### src/rtl/asbc_pkg.sv
package asbc_pkg;

  localparam int FIELD_W = 16;

  typedef enum logic [2:0] {
    PH_IDLE,
    PH_TURN,
    PH_SETUP,
    PH_ACC,
    PH_HOLD
  } phase_t;

  // Decoded per-bank timing, all counts in cycles
  typedef struct packed {
    logic       rdy_en;
    logic       rdy_pol;
    logic [3:0] turn;
    logic [3:0] setup;
    logic [3:0] hold;
    logic [3:0] rd_acc;
    logic [3:0] wr_acc;
  } bank_tmg_t;

  function automatic bank_tmg_t decode_tmg(input logic [FIELD_W-1:0] f);
    bank_tmg_t t;
    t.rdy_en  = f[0];
    t.rdy_pol = f[1];
    t.turn    = (f[3:2] == 2'd0) ? 4'd4 : {2'b00, f[3:2]};
    t.setup   = (f[5:4] == 2'd0) ? 4'd4 : {2'b00, f[5:4]};
    t.hold    = {2'b00, f[7:6]};
    t.rd_acc  = (f[11:8] == 4'd0) ? 4'd1 : f[11:8];
    t.wr_acc  = (f[15:12] == 4'd0) ? 4'd1 : f[15:12];
    return t;
  endfunction

endpackage

### src/rtl/asbc_bank_decode.sv
module asbc_bank_decode
  import asbc_pkg::*;
#(
  parameter int NBANK  = 4,
  localparam int BANK_W = $clog2(NBANK)
) (
  input  logic [2:0]               en_code,
  input  logic [NBANK*FIELD_W-1:0] cfg_words,
  input  logic [BANK_W-1:0]        sel,
  output bank_tmg_t                tmg,
  output logic                     bank_ok
);

  bank_tmg_t          tmg_arr [NBANK];
  logic [NBANK-1:0]   en_mask;

  for (genvar i = 0; i < NBANK; i++) begin : g_bank
    assign tmg_arr[i] = decode_tmg(cfg_words[i*FIELD_W +: FIELD_W]);
    // code 1xx: all banks; otherwise banks below the 2-bit count
    assign en_mask[i] = en_code[2] | (32'(en_code[1:0]) > i);
  end

  assign tmg     = tmg_arr[sel];
  assign bank_ok = en_mask[sel];

endmodule

### src/rtl/asbc_sequencer.sv
module asbc_sequencer
  import asbc_pkg::*;
#(
  parameter int NBANK  = 4,
  parameter int DATA_W = 16,
  localparam int BANK_W = $clog2(NBANK)
) (
  input  logic              clk,
  input  logic              rst,
  input  logic              start,
  input  logic              write,
  input  logic [BANK_W-1:0] bank,
  input  logic              bank_ok,
  input  bank_tmg_t         tmg,
  input  logic              ready_in,
  input  logic [DATA_W-1:0] mem_rdata,
  output logic [NBANK-1:0]  cs_n,
  output logic              oe_n,
  output logic              rd_n,
  output logic              we_n,
  output logic              done,
  output logic              err,
  output logic              busy,
  output logic              take,
  output logic [DATA_W-1:0] rdata
);

  phase_t            state, nxt_state;
  logic [3:0]        cnt, nxt_cnt;
  bank_tmg_t         cur_tmg;
  logic              cur_write;
  logic [BANK_W-1:0] cur_bank;
  logic              last_rd;
  logic              finish, finish_err, capture;
  logic              rdy_ok;
  logic [3:0]        acc_len;
  logic [BANK_W-1:0] nxt_bank;
  logic              nxt_write;
  logic              nxt_active;

  assign rdy_ok  = !cur_tmg.rdy_en || (ready_in == cur_tmg.rdy_pol);
  assign acc_len = cur_write ? cur_tmg.wr_acc : cur_tmg.rd_acc;
  assign busy    = (state != PH_IDLE);

  always_comb begin
    nxt_state  = state;
    nxt_cnt    = cnt;
    finish     = 1'b0;
    finish_err = 1'b0;
    capture    = 1'b0;
    take       = 1'b0;
    case (state)
      PH_IDLE: begin
        if (start) begin
          if (!bank_ok) begin
            finish_err = 1'b1;
          end else begin
            take = 1'b1;
            if (write && last_rd) begin
              nxt_state = PH_TURN;
              nxt_cnt   = tmg.turn - 4'd1;
            end else begin
              nxt_state = PH_SETUP;
              nxt_cnt   = tmg.setup - 4'd1;
            end
          end
        end
      end
      PH_TURN: begin
        if (cnt == 4'd0) begin
          nxt_state = PH_SETUP;
          nxt_cnt   = cur_tmg.setup - 4'd1;
        end else begin
          nxt_cnt = cnt - 4'd1;
        end
      end
      PH_SETUP: begin
        if (cnt == 4'd0) begin
          nxt_state = PH_ACC;
          nxt_cnt   = acc_len - 4'd1;
        end else begin
          nxt_cnt = cnt - 4'd1;
        end
      end
      PH_ACC: begin
        if (cnt != 4'd0) begin
          nxt_cnt = cnt - 4'd1;
        end else if (rdy_ok) begin
          capture = !cur_write;
          if (cur_tmg.hold == 4'd0) begin
            nxt_state = PH_IDLE;
            finish    = 1'b1;
          end else begin
            nxt_state = PH_HOLD;
            nxt_cnt   = cur_tmg.hold - 4'd1;
          end
        end
      end
      PH_HOLD: begin
        if (cnt == 4'd0) begin
          nxt_state = PH_IDLE;
          finish    = 1'b1;
        end else begin
          nxt_cnt = cnt - 4'd1;
        end
      end
      default: nxt_state = PH_IDLE;
    endcase
  end

  assign nxt_bank   = take ? bank  : cur_bank;
  assign nxt_write  = take ? write : cur_write;
  assign nxt_active = (nxt_state == PH_SETUP) || (nxt_state == PH_ACC) ||
                      (nxt_state == PH_HOLD);

  always_ff @(posedge clk) begin
    if (rst) begin
      state     <= PH_IDLE;
      cnt       <= '0;
      cur_tmg   <= '0;
      cur_write <= 1'b0;
      cur_bank  <= '0;
      last_rd   <= 1'b0;
      cs_n      <= '1;
      oe_n      <= 1'b1;
      rd_n      <= 1'b1;
      we_n      <= 1'b1;
      done      <= 1'b0;
      err       <= 1'b0;
      rdata     <= '0;
    end else begin
      state <= nxt_state;
      cnt   <= nxt_cnt;
      if (take) begin
        cur_tmg   <= tmg;
        cur_write <= write;
        cur_bank  <= bank;
      end
      if (finish) last_rd <= !cur_write;
      if (capture) rdata <= mem_rdata;
      done <= finish | finish_err;
      err  <= finish_err;
      cs_n <= nxt_active ? ~(NBANK'(1) << nxt_bank) : '1;
      oe_n <= !nxt_active;
      rd_n <= !((nxt_state == PH_ACC) && !nxt_write);
      we_n <= !((nxt_state == PH_ACC) && nxt_write);
    end
  end

  AST_CS_ONEHOT: assert property (@(posedge clk) disable iff (rst)
    $onehot0(~cs_n));

  AST_RW_EXCL: assert property (@(posedge clk) disable iff (rst)
    !(!rd_n && !we_n));

  AST_SETUP_LEAD: assert property (@(posedge clk) disable iff (rst)
    ($fell(rd_n) || $fell(we_n)) |-> $past(!oe_n));

  AST_ERR_QUIET: assert property (@(posedge clk) disable iff (rst)
    err |-> (done && (&cs_n) && oe_n));

  AST_DONE_IDLE: assert property (@(posedge clk) disable iff (rst)
    done |-> (oe_n && rd_n && we_n));

  AST_RDY_STRETCH: assert property (@(posedge clk) disable iff (rst)
    (state == PH_ACC && cnt == 4'd0 && !rdy_ok) |=> (!rd_n || !we_n));

endmodule

### src/rtl/async_bank_strobe.sv
module async_bank_strobe
  import asbc_pkg::*;
#(
  parameter int ADDR_W = 20,
  parameter int DATA_W = 16
) (
  input  logic              clk,
  input  logic              rst,
  input  logic [2:0]        cfg_bank_en,
  input  logic [31:0]       cfg_tmg_lo,
  input  logic [31:0]       cfg_tmg_hi,
  input  logic              req_start,
  input  logic              req_write,
  input  logic [ADDR_W-1:0] req_addr,
  input  logic [DATA_W-1:0] req_wdata,
  input  logic              ready_in,
  input  logic [DATA_W-1:0] mem_rdata,
  output logic [3:0]        mem_cs_n,
  output logic              mem_oe_n,
  output logic              mem_rd_n,
  output logic              mem_we_n,
  output logic [ADDR_W-1:0] mem_addr,
  output logic [DATA_W-1:0] mem_wdata,
  output logic              busy,
  output logic              done,
  output logic              err,
  output logic [DATA_W-1:0] rdata
);

  localparam int NBANK  = 4;
  localparam int BANK_W = $clog2(NBANK);

  logic [BANK_W-1:0] sel;
  bank_tmg_t         sel_tmg;
  logic              sel_ok;
  logic              take;

  assign sel = req_addr[ADDR_W-1 -: BANK_W];

  asbc_bank_decode #(.NBANK(NBANK)) u_decode (
    .en_code   (cfg_bank_en),
    .cfg_words ({cfg_tmg_hi, cfg_tmg_lo}),
    .sel       (sel),
    .tmg       (sel_tmg),
    .bank_ok   (sel_ok)
  );

  asbc_sequencer #(.NBANK(NBANK), .DATA_W(DATA_W)) u_seq (
    .clk       (clk),
    .rst       (rst),
    .start     (req_start),
    .write     (req_write),
    .bank      (sel),
    .bank_ok   (sel_ok),
    .tmg       (sel_tmg),
    .ready_in  (ready_in),
    .mem_rdata (mem_rdata),
    .cs_n      (mem_cs_n),
    .oe_n      (mem_oe_n),
    .rd_n      (mem_rd_n),
    .we_n      (mem_we_n),
    .done      (done),
    .err       (err),
    .busy      (busy),
    .take      (take),
    .rdata     (rdata)
  );

  always_ff @(posedge clk) begin
    if (rst) begin
      mem_addr  <= '0;
      mem_wdata <= '0;
    end else if (take) begin
      mem_addr  <= req_addr;
      mem_wdata <= req_wdata;
    end
  end

endmodule

### config.mk
export PLATFORM = sky130hd
export DESIGN_NAME = async_bank_strobe
export DESIGN_NICKNAME = d
export VERILOG_FILES = /design/src/rtl/asbc_pkg.sv /design/src/rtl/asbc_bank_decode.sv /design/src/rtl/asbc_sequencer.sv /design/src/rtl/async_bank_strobe.sv
export SDC_FILE = /design/constraint.sdc
export NUM_CORES = 1
export LEC_CHECK = 0
export BUFFER_PORTS_ARGS = -buffer_cell sky130_fd_sc_hd__buf_2
export CORE_UTILIZATION = 53
export CTS_CLUSTER_DIAMETER = 60
export DETAILED_ROUTE_END_ITERATION = 12
export GPL_TIMING_DRIVEN = 0
export PLACE_DENSITY = 0.84
export SKIP_LAST_GASP = 1
export SLEW_MARGIN = 20
export SYNTH_ARGS = -nofsm -noshare
export SYNTH_HDL_FRONTEND = slang
export SYNTH_HIERARCHICAL = 1
export SYNTH_SLANG_ARGS = --single-unit
export TNS_END_PERCENT = 1
### constraint.sdc
create_clock -name clk -period 4.7 [get_ports clk]
set_input_delay 0 -clock clk [delete_from_list [all_inputs] [get_ports clk]]
set_output_delay 0 -clock clk [all_outputs]
set_load 0.02 [all_outputs]
==> summary.md <==
| Metric | Value |
|---|---|
| Fin. max-slew vios | 0 |
| Hold crit path type | in2reg |
| Min cycle time layout | 3050 ps |
| Detailed Route WL | 15.0 mm |
| Remaining DRCs | 0 |
| FILL cells | 511 |
| Worst Path Arrival | 3320 ps |
| Endpoint class of the critical path | flop |
| Status | finished clean |
| Post-synthesis cell area | 0.00467 mm2 |
| Setup Fix Bufs, Post-CTS | 0 |
| Crit-path cells | dlygate4sd3_1 > buf_2 > buf_6 > nand2b_1 > maj3_1 > nand2b_1 > nand3_2 > inv_2 > buf_1 > buf_6 > buf_12 > mux2i_1 > nor2_1 |
| Setup CP Type | in2reg |
| Largest net degree at the start of global routing | 19 |
| First-pass GRT wire length | 23.5 mm |
| Initial antenna violation count | 0 |
| Placed Instances | 784 |
| Final net count | 876 |
| Ys async rst share | 0% |
| Count of TritonRoute iterations in the first routing pass | 5 |
| Die Ht | 95.9 um |
| Clk sinks | 90 |
| Post-synth top flop | dfxtp_1 |
| Slew at the pin closest to its max-slew limit | 590 ps |
| Post-Syn Instances | 491 |
| GRT Total Usage | 34.1% |
| Io pins | 186 |
| Maximum cell stage delay along the critical path | 550 ps |
| Post-synth EDFFs | 0 |
| Wirelength per Cell | 17.5 um |
| Antenna Cells | 0 |
| Netlist cell types | 66 |
| Die W | 95.9 um |
| Post-DP HPWL | 9.68 mm |
| Std-Cell Rows | 33 |
| Syn_area_per_cell | 9.51 um2 |
| I/O Buffers | 185 |
| Crit-path max FO | 10 |
| Setup TNS | 0 ps |
| Final GP Congestion | 0.909 |
| Vias | 4815 |
| Cell with the largest stage delay on the worst path | dlygate4sd3_1 |
| Unrepaired setup endpoints after global routing | no |
| Core Area | 0.00838 mm2 |
| CTS tree | yes |
| Root buf cell | clkbuf_8 |
| Worst path bufs/invs | 7 |
| CP required | 4970 ps |
| Synthesis Warnings | 6 |
| Remaining Overflow, GRT | 0 |
| Pleak | 2.92 nW |
| Seq/Total Area, Yosys | 38.6% |
| Max Cap Viol | 0 |
| Initial Utilization | 55.7% |
| Rel. slew slack | 60.6% |
| Final Cycle Share | 64.8% |
| Full die area | 0.00919 mm2 |
| Non-filler cells, final | 855 |
| Detail Route Antenna Nets | 0 |
| Clock slew at reported path FFs | 110 ps |
| Final Power | 0.00227 W |
| Cell Pwr Density | 350 mW/mm2 |
| Number of global-route vias before repair | 4755 |
| FF+latch count, synth | 90 |
| Clock Path Buffers | 2 |
| Final setup vio count | 0 |
| Worst-Skew Late Latency | 380 ps |
| Final Hold Fails | 0 |
| Setup Skew | 17.0 ps |
| Peak supply drop | 0.000196 V |
| Drt via density | 5.63 |
| CP top delay family | buffers and inverters |
| Critical Path Start Type | input pin |
| H-tree depth | 3 |
| FMAX | 328 MHz |
| Initial DRC count | 212 |
| P&R area growth vs syn | 38.9% |
| Share of cells above drive strength 1 | 33.9% |
| TritonCTS buffer count | 9 |
cells by family (layout without fill, tap and decap cells):
| logic type | after synthesis | after routing | share of synthesized area [%] |
|---|---|---|---|
| buf+inv | 49 | 305 | 6.67 |
| xor+xnor | 8 | 8 | 1.50 |
| fa+ha+maj | 8 | 8 | 2.09 |
| other cells | 1 | 4 | 0.0803 |
| mux | 77 | 77 | 20.3 |
| compound gates | 83 | 83 | 12.6 |
| flops | 90 | 90 | 38.6 |
| simple gates | 175 | 175 | 18.2 |
repair_timing:
| item | in CTS | in global routing |
|---|---|---|
| endpoints found under the hold margin | 58 | 0 |
| gates resized for setup | 0 | 0 |
| hold buffers | 55 | 0 |
cells in the final DEF, fill, tap and decap left out, types with 4 or more instances in the layout:
cell type / count
mux4_2: 14
o22ai_1: 7
or3b_1: 4
buf_6: 5
buf_4: 8
dfxtp_1: 90
nand3b_1: 5
inv_1: 11
nor4_1: 4
nor2_1: 65
a21oi_1: 33
xnor2_1: 6
clkbuf_1: 9
buf_2: 194
o21ai_1: 4
nand2_1: 48
dlygate4sd3_1: 55
clkbuf_8: 9
and3_1: 4
nand2b_1: 7
ha_1: 7
mux2i_1: 62
or4_1: 4
nor3b_1: 6
nor3_1: 11
conb_1: 4
layout make-up:
cell class / instances / area [um2] / share of cell area (%)
multi-input cells: 355 / 2570 / 39.6
flip-flops and latches: 90 / 1800 / 27.8
repair buffers: 240 / 1480 / 22.8
plain buffers: 36 / 263 / 4.05
well taps: 105 / 131 / 2.03
clock buffers: 9 / 124 / 1.91
clock inverters: 7 / 72.6 / 1.12
inverters: 13 / 48.8 / 0.752
flip-flops by register name (all words and copies together), names as in the netlist, 2 cells and up:
signal and cells:
mem_addr 20, u_seq/cur_tmg 18, mem_wdata 16, u_seq/rdata 16, u_seq/cnt 4, u_seq/cs_n 4, u_seq/state 3, u_seq/cur_bank 2
through the flow:
step	cell area (um2)	hold WS [ps]	setup WS (ps)	utilization, %
after CTS	6490	35.6	1790	77.4
after global placement	5740	234	2080	68.5
after floorplan	4680	88.7	2740	-
final	6490	45.7	1650	77.4
after detailed placement	5740	247	1960	68.5
after global routing	6490	50.2	1620	77.4
final timing paths:
path / slack (ps) / startpoint / end / cells past startpoint
max: 1650 / req_addr[18] / mem_addr[7] / 13
min: 50 / cfg_tmg_hi[14] / u_seq/cur_tmg[0] / 5
max reg2reg: 2330 / u_seq/state[2] / mem_addr[7] / 8
min reg2reg: 480 / u_seq/cur_tmg[7] / u_seq/cur_tmg[7] / 2
power by group:
part	internal [W]	switching, W	leakage (nW)	total, W
clock	0.000208	0.000324	0.0966	0.000532
combinational	0.000378	0.000454	2.09	0.000832
sequential	0.000840	0.0000660	0.735	0.000906
total	0.00143	0.000844	2.92	0.00227
tightest hold or removal path: stages:
cell and delay, ps:
buf_2 80, or4_1 90, a32oi_1 100, nand2_1 60
a21oi_1 50
metal layers:
layer	GRT usage, %	wire length [um]
met5	0	0
met4	21.8	755
met3	7.66	1040
met2	59.6	7300
met1	37.3	5870
synthesized netlist by cell type, types with 3 or more instances:
library cell | number | area, um2
dfxtp_1 | 90 | 1800
nor3b_1 | 6 | 45.0
mux2i_1 | 62 | 621
a211oi_1 | 3 | 22.5
a21o_1 | 3 | 22.5
buf_6 | 5 | 56.3
or4_1 | 4 | 30.0
o21ai_1 | 4 | 20.0
ha_1 | 7 | 87.6
buf_12 | 3 | 60.1
nor4_1 | 4 | 25.0
buf_2 | 9 | 45.0
a21oi_1 | 33 | 165
mux4_2 | 14 | 315
o31ai_1 | 3 | 22.5
o22ai_1 | 7 | 43.8
nor2_1 | 65 | 244
a32oi_1 | 3 | 26.3
nand2b_1 | 7 | 43.8
clkbuf_1 | 9 | 33.8
and3_1 | 4 | 25.0
inv_1 | 11 | 41.3
or3b_1 | 4 | 35.0
xnor2_1 | 6 | 52.6
nor3_1 | 11 | 55.1
nand3b_1 | 5 | 37.5
nand2_1 | 48 | 180
o21ai_0 | 3 | 15.0
buf_4 | 8 | 60.1
(Power assumes the default switching activity.)
